**config.mk**
```make
export PLATFORM = sky130hd
export DESIGN_NAME = spi_sck_master
export DESIGN_NICKNAME = d
export VERILOG_FILES = /design/src/rtl/spi_sck_pkg.sv /design/src/rtl/spi_sck_cfg.sv /design/src/rtl/spi_sck_timer.sv /design/src/rtl/spi_sck_seq.sv /design/src/rtl/spi_sck_master.sv
export SDC_FILE = /design/constraint.sdc
export NUM_CORES = 1
export LEC_CHECK = 0
export ABC_AREA = 1
export BUFFER_PORTS_ARGS = -buffer_cell sky130_fd_sc_hd__buf_2
export CAP_MARGIN = 40
export CORE_MARGIN = 3
export CORE_UTILIZATION = 45
export CTS_CLUSTER_DIAMETER = 120
export CTS_CLUSTER_SIZE = 12
export DETAILED_ROUTE_END_ITERATION = 12
export SYNTH_ARGS = -nofsm -noshare
export SYNTH_HDL_FRONTEND = slang
export SYNTH_SLANG_ARGS = --single-unit
```
**constraint.sdc**
```tcl
create_clock -name clk -period 1.83 [get_ports clk]
set_input_delay 0.183 -clock clk [delete_from_list [all_inputs] [get_ports clk]]
set_output_delay 0.183 -clock clk [all_outputs]
set_load 0.01 [all_outputs]
```
**src/rtl/spi_sck_pkg.sv**
```systemverilog
package spi_sck_pkg;

  typedef enum logic {
    SEQ_IDLE = 1'b0,
    SEQ_RUN  = 1'b1
  } seq_state_e;

  // Left shift applied to the half-period when the extension divide is on.
  localparam int DIV_EXT_SHIFT = 4;

  // Extra counter bits beyond the prescale width: x2 half-period, x2 factor,
  // +1 for the prescale increment.
  localparam int BASE_EXTRA_BITS = 3;

endpackage

```
**src/rtl/spi_sck_cfg.sv**
```systemverilog
module spi_sck_cfg
  import spi_sck_pkg::*;
#(
  parameter int PM_W  = 4,
  parameter int CNT_W = PM_W + BASE_EXTRA_BITS + DIV_EXT_SHIFT
) (
  input  logic             clk,
  input  logic             rst_n,
  input  logic             enable,
  input  logic             cfg_div16,
  input  logic             cfg_fact,
  input  logic [PM_W-1:0]  cfg_pm,
  input  logic             cfg_cpol,
  output logic             en_q,
  output logic             cpol_q,
  output logic [CNT_W-1:0] half_m1
);

  logic [CNT_W-1:0] base_len;
  logic [CNT_W-1:0] full_len;
  logic             capture;

  // Half-period = 2*(2-fact)*(pm+1), optionally times 16.
  always_comb begin
    base_len = CNT_W'(cfg_pm) + CNT_W'(1);
    base_len = cfg_fact ? (base_len << 1) : (base_len << 2);
    full_len = cfg_div16 ? (base_len << DIV_EXT_SHIFT) : base_len;
  end

  assign capture = enable && !en_q;

  always_ff @(posedge clk or negedge rst_n) begin
    if (!rst_n) begin
      en_q    <= 1'b0;
      cpol_q  <= 1'b0;
      half_m1 <= CNT_W'(1);
    end else begin
      en_q <= enable;
      if (capture) begin
        cpol_q  <= cfg_cpol;
        half_m1 <= full_len - CNT_W'(1);
      end
    end
  end

endmodule

```
**src/rtl/spi_sck_timer.sv**
```systemverilog
module spi_sck_timer #(
  parameter int CNT_W = 11
) (
  input  logic             clk,
  input  logic             rst_n,
  input  logic             run,
  input  logic [CNT_W-1:0] half_m1,
  output logic             tick
);

  logic [CNT_W-1:0] cnt_q;
  logic             at_end;

  assign at_end = (cnt_q == half_m1);
  assign tick   = run && at_end;

  always_ff @(posedge clk or negedge rst_n) begin
    if (!rst_n) begin
      cnt_q <= '0;
    end else if (!run || at_end) begin
      cnt_q <= '0;
    end else begin
      cnt_q <= cnt_q + CNT_W'(1);
    end
  end

endmodule

```
**src/rtl/spi_sck_seq.sv**
```systemverilog
module spi_sck_seq
  import spi_sck_pkg::*;
#(
  parameter int WORD_BITS = 8,
  parameter int BIT_W     = (WORD_BITS > 1) ? $clog2(WORD_BITS) : 1
) (
  input  logic clk,
  input  logic rst_n,
  input  logic en_q,
  input  logic cpol_q,
  input  logic sel_n,
  input  logic tx_valid,
  input  logic tick,
  output logic run,
  output logic tx_ready,
  output logic sck,
  output logic sample_stb,
  output logic shift_stb,
  output logic done,
  output logic mode_fault
);

  localparam logic [BIT_W-1:0] LAST_BIT = BIT_W'(WORD_BITS - 1);

  seq_state_e       state_q;
  logic             phase_q;
  logic [BIT_W-1:0] bit_q;
  logic             sck_q;
  logic             smp_q;
  logic             shf_q;
  logic             done_q;
  logic             fault_q;

  assign run        = (state_q == SEQ_RUN);
  assign tx_ready   = en_q && (state_q == SEQ_IDLE) && !fault_q && sel_n;
  assign sck        = sck_q;
  assign sample_stb = smp_q;
  assign shift_stb  = shf_q;
  assign done       = done_q;
  assign mode_fault = fault_q;

  always_ff @(posedge clk or negedge rst_n) begin
    if (!rst_n) begin
      state_q <= SEQ_IDLE;
      phase_q <= 1'b0;
      bit_q   <= '0;
      sck_q   <= 1'b0;
      smp_q   <= 1'b0;
      shf_q   <= 1'b0;
      done_q  <= 1'b0;
      fault_q <= 1'b0;
    end else begin
      smp_q  <= 1'b0;
      shf_q  <= 1'b0;
      done_q <= 1'b0;
      if (!en_q) begin
        state_q <= SEQ_IDLE;
        phase_q <= 1'b0;
        bit_q   <= '0;
        sck_q   <= cpol_q;
        fault_q <= 1'b0;
      end else if (!sel_n) begin
        state_q <= SEQ_IDLE;
        phase_q <= 1'b0;
        bit_q   <= '0;
        sck_q   <= cpol_q;
        fault_q <= 1'b1;
      end else if (state_q == SEQ_IDLE) begin
        phase_q <= 1'b0;
        bit_q   <= '0;
        sck_q   <= cpol_q;
        if (tx_valid && tx_ready) begin
          state_q <= SEQ_RUN;
        end
      end else if (tick) begin
        sck_q <= ~sck_q;
        if (!phase_q) begin
          phase_q <= 1'b1;
          smp_q   <= 1'b1;
        end else begin
          phase_q <= 1'b0;
          shf_q   <= 1'b1;
          if (bit_q == LAST_BIT) begin
            state_q <= SEQ_IDLE;
            bit_q   <= '0;
            done_q  <= 1'b1;
          end else begin
            bit_q <= bit_q + BIT_W'(1);
          end
        end
      end
    end
  end

endmodule

```
**src/rtl/spi_sck_master.sv**
```systemverilog
module spi_sck_master
  import spi_sck_pkg::*;
#(
  parameter int WORD_BITS = 8,
  parameter int PM_W      = 4
) (
  input  logic            clk,
  input  logic            rst_n,
  input  logic            enable,
  input  logic            cfg_div16,
  input  logic            cfg_fact,
  input  logic [PM_W-1:0] cfg_pm,
  input  logic            cfg_cpol,
  input  logic            sel_n,
  input  logic            tx_valid,
  output logic            tx_ready,
  output logic            sck,
  output logic            sample_stb,
  output logic            shift_stb,
  output logic            done,
  output logic            busy,
  output logic            mode_fault
);

  localparam int CNT_W = PM_W + BASE_EXTRA_BITS + DIV_EXT_SHIFT;

  logic             en_q;
  logic             cpol_q;
  logic [CNT_W-1:0] half_m1;
  logic             tick;
  logic             run;

  spi_sck_cfg #(
    .PM_W  (PM_W),
    .CNT_W (CNT_W)
  ) u_cfg (
    .clk       (clk),
    .rst_n     (rst_n),
    .enable    (enable),
    .cfg_div16 (cfg_div16),
    .cfg_fact  (cfg_fact),
    .cfg_pm    (cfg_pm),
    .cfg_cpol  (cfg_cpol),
    .en_q      (en_q),
    .cpol_q    (cpol_q),
    .half_m1   (half_m1)
  );

  spi_sck_timer #(
    .CNT_W (CNT_W)
  ) u_timer (
    .clk     (clk),
    .rst_n   (rst_n),
    .run     (run),
    .half_m1 (half_m1),
    .tick    (tick)
  );

  spi_sck_seq #(
    .WORD_BITS (WORD_BITS)
  ) u_seq (
    .clk        (clk),
    .rst_n      (rst_n),
    .en_q       (en_q),
    .cpol_q     (cpol_q),
    .sel_n      (sel_n),
    .tx_valid   (tx_valid),
    .tick       (tick),
    .run        (run),
    .tx_ready   (tx_ready),
    .sck        (sck),
    .sample_stb (sample_stb),
    .shift_stb  (shift_stb),
    .done       (done),
    .mode_fault (mode_fault)
  );

  assign busy = run;

endmodule

```
==> summary by stage, run 1 <==
Timing
The final total negative setup slack is 0 ns. Setup repair after global routing left no endpoint under its margin. The maximum clock frequency is 0.6282 GHz. The final period demand of the worst path is 1.592 ns. The final count of pins violating max slew is 0. The transition time at the pin with the least slew margin is 0.7040 ns. The worst max-slew margin expressed relative to the limit is 0.5307. The final worst clock skew is 0.003966 ns.

The hold violation total from the final report was 0. Setup violations remaining at the end of the flow were counted as 0. The final worst setup slack is 0.2380 ns. The post-route clock period utilization is 0.8699.

Min path
The kind of path behind the tightest hold check is input port to flip-flop. The launch point of the worst hold path is enable.

Placement
At the end of routability-driven placement, the weighted congestion stood at 0.8931. The instance count after placement with tap cells included is 362. The half-perimeter wire length of the detailed placement result is 3425 um. The number of input and output port buffers inserted is 18. The post-placement setup slack is 0.08401 ns.

Final layout
The final net count is 335. The flip-flop count of the largest register, all copies and words added is 11. In the final layout, the registers with the most flip-flops are u_timer.cnt_q: 11 flops, u_cfg.half_m1: 10 flops, u_seq.bit_q: 3 flops. The fraction of final layout cells sized beyond drive strength 1 is 0.1755. At the end of the flow the core is filled with cells to 0.5380.

The antenna diode instance count is 0. The count of non-filler cells in the finished layout is 371. The register containing the most flip-flops in the final layout is u_timer.cnt_q. The synthesis-to-finish area growth is 12.25%.

Yosys
The cell area after technology mapping is 0.002145 mm^2. Counting every net in the synthesized netlist gives 310. Ranked by total cell area, the synthesized netlist is headed by dfrtp_1 (39%), nand2_1 (15%), inv_1 (6.5%). In this run the mean area of a mapped cell was 7.319 um^2.

The fraction of synthesized cell area in xor and xnor cells is 0.008168. The adder and majority gate portion of the synthesized area is 0.02917. The multiplexer share of the synthesized area is 0. By area, the combinational part of the netlist is dominated by simple AND/OR/NAND/NOR gates. The number of different library cells used by synthesis comes to 32. Counting flops and latches in the post-synthesis netlist gives 33.

The most area-hungry cell type in the Yosys netlist is dfrtp_1. The share of synthesized area in the top cell type comes to 0.3851. The share of the synthesized area in compound gates (AO/OA/AOI/OAI) came to 0.08576. Yosys printed 0 warnings. The sequential share of the synthesized area is 0.3851. The synthesized netlist cell count is 293. Of the total synthesized cell area, the portion taken by AND, OR, NAND and NOR gates is 0.3973.

Detailed routing
In the detailed route, the total length drawn on met3 is 136 um. In this run the remaining antenna-violating nets after routing total 0. The number of design-rule violations left by the first detailed-router iteration is 100. The number of vias after detailed routing is 1,876.

The number of vias per cell after detailed routing is 5.057. The routed design has 4256 um of wire. The total routed wire length on the met1 layer is 2105 um. The highest signal layer in the routed design is met4.

Wire segments on met2 add up to 1951 um in the final route. After detailed routing, the average wire length per cell comes to 11.47 um. For this run, design rule violations remaining after detail routing come to 0. The number of optimization iterations in the first detailed-route pass is 4.

GRT
The number of antenna violations at the first check in global routing came to 0. For this run the aggregate overflow at the end of global routing stands at 0. The maximum number of pins on one net before global-route repair is 34. In the global route stage, overall resource usage came out at 0.1721. The number of global-route vias before repair came to 1,754. The first-pass GRT wire length is 7493 um.

Power and ir drop
Overall power consumption after layout is estimated at 1.831 mW. Of the total power, the share spent switching nets is 0.2712. The reported leakage power is 1.250 nW. The worst voltage drop across the vdd grid is 0.4059 mV. The share of total power dissipated in combinational logic is 0.177.

The clock network power share is 0.380. In this run the power spent charging and discharging nets is 0.4967 mW. Cell internal power was estimated by the tool at 1.334 mW. Power spread over the standard cell area amounts to 760.6 mW/mm^2. The part of the total power dissipated in sequential elements is 0.443.

Setup path
The most critical setup path has its startpoint at u_timer.cnt_q[0]. The launch point of the worst reg-to-reg path is u_timer.cnt_q[0]. The sort of element at the end of the critical path is a flip-flop. The critical path startpoint category is a flip-flop. The critical path arrival is 1.79 ns.

The worst endpoint required time is 2.02 ns. The maximum net fanout on the critical path is 5. The critical setup path kind is flip-flop to flip-flop.

Clocking
The clock tree from TritonCTS is yes. The clock-pin slew on the worst setup and hold paths is 0.07 ns. The number of H-tree levels is 2. The latest clock arrival within the worst-skew pair is 0.28 ns. The worst-case clock buffer depth is 2.

For this design, the sink count on the clock tree is 33. The root buffer cell is clkbuf_8. The number of buffers created by CTS is 5. The number of setup buffers added after CTS is 0.

Die
For this configuration, the core starts out at a cell density of 0.4793. In this run the standard cell core region covers 0.004474 mm^2. In this run the horizontal extent of the chip is 75.04 um. For this design the top-level I/O count stands at 19.

The die covers 0.005630 mm^2. The number of placement rows is 24. The floorplan step set the die height to 75.04 um.

Run status
The flow ran to the end, and the final reports show no timing, DRC or antenna violations.

Flow run
The tool flagged a number of max-cap violations equal to 0.
==> through the flow <==
stage / instance area [um^2] / hold WS (ns)
after floorplan: 2145 / -0.1126
after global placement: 2281 / 0.2772
after global routing: 2407 / 0.01091
final: 2407 / 0.02317
after detailed placement: 2281 / 0.2777
after CTS: 2407 / 0.01665
==> cells by family (layout without fill, tap and decap cells) <==
family                     after synthesis  in the layout
AOI/OAI and AO/OA                       32             32
xor gates and xnor gates                 2              2
adders and majority gates                5              5
buffers and inverters                   47             73
DFF                                     33             33
and+or+nand+nor                        174            174
==> critical path, cell delays in order (launching register included) <==
cell and delay (ns):
dfrtp_1 0.42, ha_1 0.19, nand2_1 0.08, nor2_1 0.14, nand2_1 0.12, nor4_2 0.22, nand2_1 0.11, nand2_1 0.06
nor3b_1 0.17
==> power by group through the flow <==
stage	logic, mW	clock network, mW	registers, mW
after global placement	0.322	0	0.825
after global routing	0.382	0.748	0.820
after detailed placement	0.324	0	0.826
after floorplan	0.240	0	0.818
after CTS	0.327	0.718	0.812
final	0.323	0.696	0.812
==> final cells by class <==
type / instances / area, um^2
multi-input combinational: 213 / 1116
sequential: 33 / 825.8
timing repair buffer: 22 / 122.6
clock buffer: 7 / 86.33
inverter: 43 / 161.4
tap: 52 / 65.06
fill: 436 / 2067
clock inverter: 1 / 30.03
==> per-layer routing <==
layer  vias to the layer above  track usage
met4                         0      0.04941
met2                        25       0.2843
met3                         9      0.03605
li1                       1000            -
met1                       842       0.2275
met5                         -            0
==> synth_stat cells (all sizes together) <==
master  number
a21oi        9
a22oi        1
a31oi        2
buf          4
dfrtp       33
ha           5
inv         43
nand2       96
nand3       24
nand3b       2
nand4       12
nor2        27
nor3         7
nor3b        3
nor4         3
o211ai       1
o21ai       18
o22ai        1
xnor2        1
xor2         1
==> what timing repair did <==
action / CTS / global route
hold buffers: 1 / 0
gates resized for setup: 0 / 0
endpoints found under the hold margin: 33 / 0
==> final timing paths <==
kind | cells past startpoint | endpoint | slack (ns)
min in group asynchronous | 2 | u_timer.cnt_q[8] | 0.49
max | 8 | u_timer.cnt_q[10] | 0.24
max in group asynchronous | 2 | u_seq.bit_q[2] | 0.89
max reg2reg | 8 | u_timer.cnt_q[10] | 0.24
min | 1 | u_cfg.en_q | 0.02
min reg2reg | 2 | u_cfg.half_m1[9] | 0.48
==> cells in the final DEF, fill, tap and decap left out, types with 7 or more instances in the layout <==
cell type | netlist | layout
inv_1 | 37 | 37
nor2_1 | 24 | 24
dfrtp_1 | 33 | 33
nand4_1 | 12 | 12
nand2_2 | 7 | 7
buf_2 | 0 | 18
o21ai_0 | 17 | 17
nand2_1 | 88 | 88
a21oi_1 | 8 | 8
nand3_1 | 21 | 21
Power figures use the tool's default switching activity.
==> inputs of run 2 (changes only) <==
--- a/config.mk
+++ b/config.mk
@@ -9,10 +9,11 @@
 export BUFFER_PORTS_ARGS = -buffer_cell sky130_fd_sc_hd__buf_2
 export CAP_MARGIN = 40
 export CORE_MARGIN = 3
-export CORE_UTILIZATION = 45
+export CORE_UTILIZATION = 59
 export CTS_CLUSTER_DIAMETER = 120
 export CTS_CLUSTER_SIZE = 12
 export DETAILED_ROUTE_END_ITERATION = 12
+export PLACE_DENSITY = 0.79
 export SYNTH_ARGS = -nofsm -noshare
 export SYNTH_HDL_FRONTEND = slang
 export SYNTH_SLANG_ARGS = --single-unit
==> run 2 against run 1 <==
Die area down 22%. Non-clock buffer count increased by 1. Sequential cell count unchanged. Clock skew is 0.0062 ns higher. Sequential power about the same. Critical path depth did not move. Register-to-register slack barely moved. Largest power group unchanged.
==> summary by stage, run 2 (same netlist as run 1, synthesis figures left out) <==
Die
The core area is 0.003416 mm^2 (-24%). The die outline area is 0.004394 mm^2 (-22%). The initial standard-cell utilization of the core is 0.6278 (+0.1485).

The number of placement rows is 21 (-13%). The number of ports placed on the die boundary is 19 (unchanged). The height of the die is 66.29 um (-12%).

The die span in x is 66.29 um (-12%).

Power and ir drop
The reported net switching power is 0.4847 mW (-2.4%). The total power is 1.522 mW (-17%). The part of the total power dissipated in sequential elements came to 0.534 (+0.091). The worst voltage drop across the vdd grid is 0.5617 mV (+38%). The internal power contribution was 1.037 mW (-22%). The reported leakage power is 1.228 nW (-1.7%). The clock network power share is 0.251 (-0.129). The total power per unit cell area is 647.9 mW/mm^2 (-15%). The fraction of power spent switching nets is 0.3185 (+0.04727). The proportion of power drawn by combinational gates was 0.215 (+0.038).

Clocking
The number of buffers created by CTS is 5 (unchanged). The clock sink count is 33 (unchanged). The number of H-tree levels was 2 (unchanged).

The clock-pin slew on the worst setup and hold paths was 0.10 ns (+0.03 ns). The root buffer cell is clkbuf_4. TritonCTS built the clock tree. The latest clock arrival within the worst-skew pair came to 0.33 ns (+0.05 ns). The worst-case clock buffer depth is 2 (unchanged).

Final layout
The synthesis-to-finish area growth is 9.510%. The flip-flop count of the largest register, all copies and words added is 11 (unchanged). The post-route standard cell area excluding fillers was 0.002349 mm^2 (-2.4%). Leaving out fill and tap cells, the most frequent cell in the layout is nand2_1. The antenna diode instance count is 0 (unchanged).

The final net count is 336 (+0.30%). The post-route core utilization was 0.6875 (+0.1495). The top cell types in the final layout, fill and taps aside, are nand2_1 (87), inv_1 (37), dfrtp_1 (32). The fraction of final layout cells sized beyond drive strength 1 is 0.1813 (+0.005701). The register containing the most flip-flops in the final layout is u_timer.cnt_q. In the final layout, the registers with the most flip-flops are u_timer.cnt_q: 11 flops, u_cfg.half_m1: 10 flops, u_seq.bit_q: 3 flops.

Setup path
The worst endpoint required time is 2.08 ns (+0.06 ns). The maximum net fanout on the critical path is 5 (unchanged). The critical setup path kind is flip-flop to flip-flop. The cell count of the worst reg-to-reg path is 8 (unchanged). The sort of element at the end of the critical path is a flip-flop. The critical path startpoint category is a flip-flop. The critical path arrival came to 1.83 ns (+0.04 ns). The launch point of the worst reg-to-reg path is u_timer.cnt_q[1]. The critical register-to-register path endpoint is u_timer.cnt_q[10]. The slack of the worst reg-to-reg path was 0.25 ns (about the same).

Placement
The instance area after placement was 0.002258 mm^2 (-0.99%). The weighted congestion at the end of routability-driven global placement is 0.8772 (-1.8%). The half-perimeter wire length of the detailed placement result is 3446 um (+0.61%). The number of input and output port buffers inserted is 18 (unchanged).

Detailed routing
The final wirelength is 4306 um (+1.2%). The number of vias after detailed routing was 1,931 (+2.9%). The number of design-rule violations left by the first detailed-router iteration is 117 (+17%). The average wire per cell in the routed design is 11.77 um (+2.6%).

The number of optimization iterations in the first detailed-route pass is 4 (unchanged). The number of routed nets with antenna violations is 0 (unchanged). The number of vias per cell after detailed routing is 5.276 (+4.3%). The number of remaining DRC errors is 0 (unchanged).

Timing
The final count of pins violating max slew is 0 (unchanged). The post-route clock period utilization is 0.8634 (-0.006559). The final total negative setup slack is 0 ns (unchanged). The transition time at the pin with the least slew margin is 0.7091 ns (+0.005116 ns). The number of setup violations in the final report is 0 (unchanged). The final-layout worst hold slack was 0.02814 ns (+0.004971 ns). The final worst clock skew is 0.01012 ns (+0.006154 ns). The worst max-slew margin expressed relative to the limit is 0.5272 (-0.003411). The final period demand of the worst path is 1.580 ns (-0.01200 ns).

Setup repair after global routing left no endpoint under its margin. The hold violation total from the final report is 0 (unchanged). The maximum clock frequency came to 0.6329 GHz (+0.76%).

GRT
The first-pass GRT wire length is 8066 um (+7.6%). The overall fraction of global-route tracks in use is 0.2370 (+0.06491). The number of global-route vias before repair is 1,871 (+6.7%). The fraction of met3 tracks used by global routing is 0.06122 (+0.02518). After global routing, the most crowded layer is met2. The maximum number of pins on one net before global-route repair is 34 (unchanged). The met1 layer usage reported by global route came to 0.3222 (+0.09470). The met2 demand-to-capacity share in global routing is 0.3755 (+0.09113).

The global-route congestion overflow total came to 0 (unchanged). The number of antenna violations at the first check in global routing is 0 (unchanged).

Min path
In this run the worst hold path is classified as input port to flip-flop. The worst hold path terminates at u_seq.mode_fault. The worst hold path begins at sel_n. The number of cells on the worst hold path is 2 (+1).

Run status
The flow ran to the end, and the final reports show no timing, DRC or antenna violations.

Flow run
The number of max-capacitance violations reported is 0 (unchanged).
==> run 2: final cells by class <==
type	instances	area, um^2
fillers	295	1067
multi-input cells	213	1119
clock inverters	2	10.01
well taps	46	57.56
clock buffers	6	41.29
inverters	43	161.4
flip-flops and latches	33	827.0
repair buffers	23	132.6
==> run 2: worst max-delay path by stage <==
stage	cells after the start	slack (ns)	to	from
detailed placement	13	0.08	u_cfg.half_m1[7]	cfg_pm[1]
global route	8	0.02	u_timer.cnt_q[10]	u_timer.cnt_q[1]
global placement	13	0.13	u_cfg.half_m1[9]	cfg_pm[1]
CTS	7	0.15	u_timer.cnt_q[10]	u_timer.cnt_q[2]
finish	8	0.25	u_timer.cnt_q[10]	u_timer.cnt_q[1]
floorplan	12	0.33	u_cfg.half_m1[7]	cfg_pm[0]
==> run 2: worst max-delay path, cell delays in order (launching register included) <==
cell     delay, ns
dfrtp_2       0.43
ha_1          0.18
nand2_1       0.08
nor2_1        0.14
nand2_1       0.12
nor4_2        0.20
nand2_1       0.11
nand2_1       0.06
nor3b_1       0.17
==> run 2: power by group through the flow <==
stage | Combinational (mW) | Sequential (mW) | Clock (mW)
global route | 0.379 | 0.819 | 0.426
global placement | 0.314 | 0.824 | 0
detailed placement | 0.320 | 0.826 | 0
CTS | 0.325 | 0.811 | 0.393
finish | 0.328 | 0.812 | 0.382
floorplan | 0.240 | 0.818 | 0
==> run 2: stage by stage <==
stage / worst slack (ns) / instances
final: 0.2500 / 366
after detailed placement: 0.08470 / 354
after CTS: 0.1506 / 364
after global routing: 0.01899 / 366
after floorplan: 0.3268 / 293
after global placement: 0.1325 / 354
==> run 2: timing repair <==
action	CTS	global route
hold endpoints to repair	34	0
resized for setup	0	2
setup buffers	0	2
endpoints found under the setup margin	0	5
hold buffers	2	0
==> run 2: routing by layer <==
metal / vias to the layer above / share of wire
li1: 1006 / -
met1: 884 / 0.48
met2: 34 / 0.47
met3: 7 / 0.040
met4: 0 / 0.013
met5: - / 0
==> inputs of run 3 (changes only) <==
--- a/config.mk
+++ b/config.mk
@@ -9,11 +9,10 @@
 export BUFFER_PORTS_ARGS = -buffer_cell sky130_fd_sc_hd__buf_2
 export CAP_MARGIN = 40
 export CORE_MARGIN = 3
-export CORE_UTILIZATION = 59
+export CORE_UTILIZATION = 35
 export CTS_CLUSTER_DIAMETER = 120
 export CTS_CLUSTER_SIZE = 12
 export DETAILED_ROUTE_END_ITERATION = 12
-export PLACE_DENSITY = 0.79
 export SYNTH_ARGS = -nofsm -noshare
 export SYNTH_HDL_FRONTEND = slang
 export SYNTH_SLANG_ARGS = --single-unit
==> run 3 against run 2 <==
Highest routed layer unchanged. Non-clock buffer count is the same. Largest cell class unchanged. Clock skew fell by 0.0015 ns. Critical path depth is the same. Via count fell by 1.3%. Die area is 62% higher. Combinational power hardly changed. Wire length is 5.2% higher. Utilization shrank 27 points.
==> summary by stage, run 3 (same netlist as run 1, synthesis figures left out) <==
Clocking
The clock tree from TritonCTS is yes. The latest clock arrival within the worst-skew pair came to 0.29 ns (-0.04 ns). The post-cts repair resize count is 0 (unchanged).

The root buffer cell is clkbuf_8. The worst-case clock buffer depth was 2 (unchanged). The number of H-tree levels is 2 (unchanged). The number of buffers created by CTS was 5 (unchanged). The clock sink count came to 33 (unchanged).

The clock-pin slew on the worst setup and hold paths was 0.07 ns (-0.03 ns).

Timing
Setup repair after global routing left no endpoint under its margin. The maximum clock frequency was 0.6252 GHz (-1.2%). The final total negative setup slack came to 0 ns (unchanged). The final count of pins violating max slew is 0 (unchanged). The final period demand of the worst path came to 1.599 ns (+0.01946 ns).

The worst max-slew margin expressed relative to the limit is 0.5126 (-0.01465). The hold violation total from the final report is 0 (unchanged). The post-route clock period utilization is 0.8740 (+0.01063).

The transition time at the pin with the least slew margin is 0.7311 ns (+0.02198 ns). The final worst setup slack is 0.2306 ns (-0.01946 ns). The final worst clock skew is 0.008641 ns (-0.001478 ns). The number of setup violations in the final report is 0 (unchanged).

Placement
The instance area after placement is 0.002298 mm^2 (+1.8%). The number of input and output port buffers inserted is 18 (unchanged). The weighted congestion at the end of routability-driven global placement is 0.8208 (-6.4%). The post-placement setup slack is 0.08970 ns (+0.004994 ns). The instance count after placement with tap cells included is 381 (+7.6%). The half-perimeter wire length of the detailed placement result is 3570 um (+3.6%).

Die
The core area was 0.005709 mm^2 (+67%). The number of placement rows is 27 (+29%). The number of ports placed on the die boundary is 19 (unchanged). The height of the die is 84.28 um (+27%). The initial standard-cell utilization of the core is 0.3756 (-0.2522). The die span in x is 84.28 um (+27%). The die outline area is 0.007102 mm^2 (+62%).

Final layout
The most common cell after layout, fill and taps aside is nand2_1. The largest registers in the layout are u_timer.cnt_q: 11 flops, u_cfg.half_m1: 10 flops, u_seq.bit_q: 3 flops. The register containing the most flip-flops in the final layout is u_timer.cnt_q. The flip-flop count of the largest register, all copies and words added is 11 (unchanged). Compared with the post-synthesis result, the final layout area differs by 12.19%. The antenna diode instance count is 0 (unchanged). The library cells used most frequently in the layout, excluding fill and tap cells, are nand2_1 (88), inv_1 (37), dfrtp_1 (33).

The post-route standard cell area excluding fillers is 0.002406 mm^2 (+2.5%). The fraction of final layout cells sized beyond drive strength 1 was 0.1781 (-0.003125). The count of non-filler cells in the finished layout came to 392 (+7.1%). The final net count was 336 (unchanged).

GRT
The first-pass GRT wire length is 8169 um (+1.3%). The maximum number of pins on one net before global-route repair came to 34 (unchanged). The number of global-route vias before repair is 1,873 (+0.11%).

The global-route congestion overflow total came to 0 (unchanged). The overall fraction of global-route tracks in use is 0.1394 (-0.09762). The number of antenna violations at the first check in global routing is 0 (unchanged).

Detailed routing
The final wirelength was 4529 um (+5.2%). The average wire per cell in the routed design came to 11.55 um (-1.8%). The number of routed nets with antenna violations came to 0 (unchanged). The number of optimization iterations in the first detailed-route pass is 5 (+1). The number of remaining DRC errors is 0 (unchanged). The number of design-rule violations left by the first detailed-router iteration is 76 (-35%). The number of vias per cell after detailed routing is 4.860 (-7.9%). The number of vias after detailed routing is 1,905 (-1.3%).

Power and ir drop
The fraction of power spent switching nets is 0.3055 (-0.01297). The part of the total power dissipated in sequential elements was 0.489 (-0.045). The proportion of power drawn by combinational gates was 0.199 (-0.016). The internal power contribution came to 1.154 mW (+11%).

The clock network power share was 0.312 (+0.061). The reported net switching power was 0.5078 mW (+4.8%). The total power is 1.662 mW (+9.2%). The reported leakage power is 1.243 nW (+1.2%). The total power per unit cell area came to 690.8 mW/mm^2 (+6.6%). The worst voltage drop across the vdd grid is 0.2788 mV (-50%).

Setup path
The critical path arrival is 1.77 ns (-0.06 ns). The worst setup path is captured at a flip-flop. The cell that appears most often on the critical path is nand2_1. The worst setup path is launched from a flip-flop. The cell with the largest stage delay on the worst path is dfrtp_1.

The worst endpoint required time is 2.00 ns (-0.08 ns). The critical setup path kind is flip-flop to flip-flop. The maximum net fanout on the critical path was 11 (+6). The largest stage delay on the critical path came to 0.41 ns (-0.02 ns). Walking the worst path, the cells encountered are buf_4, nand2_1, nand2_1, nor4_4, nand2_2, nand2_1, buf_4, nor3b_1.

Run status
The run finished with clean final reports.

Min path
The tightest min-delay check is of the input port to flip-flop type.

Flow run
The number of max-capacitance violations reported was 0 (unchanged).
-- run 3: what timing repair did --
item / 4_1_cts / 5_1_grt
hold endpoints to repair: 33 / 0
hold buffers: 1 / 0
setup buffers: 0 / 2
setup endpoints to repair: 0 / 1
-- run 3: area by class of cell --
class	instances	area (um^2)
inverter	43	161.4
multi-input combinational	213	1116
clock buffer	6	72.57
fill	577	3303
sequential	33	825.8
clock inverter	2	10.01
timing repair buffer	23	130.1
tap	72	90.09
-- run 3: layer usage --
layer / wire (um) / GRT usage / vias up / share of wire
met1: 2151 / 0.1791 / 864 / 0.47
met3: 158 / 0.02944 / 7 / 0.035
met5: 0 / 0 / - / 0
met2: 2148 / 0.2317 / 37 / 0.47
li1: - / - / 997 / -
met4: 71 / 0.04825 / 0 / 0.016
-- run 3: through the flow --
stage	hold WS [ns]	utilization
2_1_floorplan	-0.1126	-
3_3_place_gp	0.2796	0.4026
3_5_place_dp	0.2911	0.4026
4_1_cts	0.008542	0.4188
5_1_grt	0.01102	0.4214
6_report	0.02247	0.4214
-- run 3: critical path: cells and delay by family, from the launching register on --
kind,cells,cell delay (ns)
buffers and inverters,2,0.33
DFF,1,0.41
and+or+nand+nor,6,0.74
-- run 3: final timing paths --
path	startpoint	to	slack (ns)	cells past startpoint
worst min register to register	u_cfg.half_m1[9]	u_cfg.half_m1[9]	0.48	2
worst max-delay path	u_timer.cnt_q[1]	u_timer.cnt_q[10]	0.23	8
min in group asynchronous	rst_n	u_timer.cnt_q[2]	0.49	2
worst max register to register	u_timer.cnt_q[1]	u_timer.cnt_q[10]	0.23	8
worst min-delay path	enable	u_cfg.en_q	0.02	1
max in group asynchronous	rst_n	u_cfg.half_m1[9]	0.87	2
-- run 3: power by group through the flow --
stage	clock network, mW	logic [mW]	registers [mW]
after global routing	0.578	0.383	0.820
after detailed placement	0	0.328	0.827
after CTS	0.537	0.331	0.814
after floorplan	0	0.240	0.818
final	0.518	0.331	0.813
after global placement	0	0.325	0.826
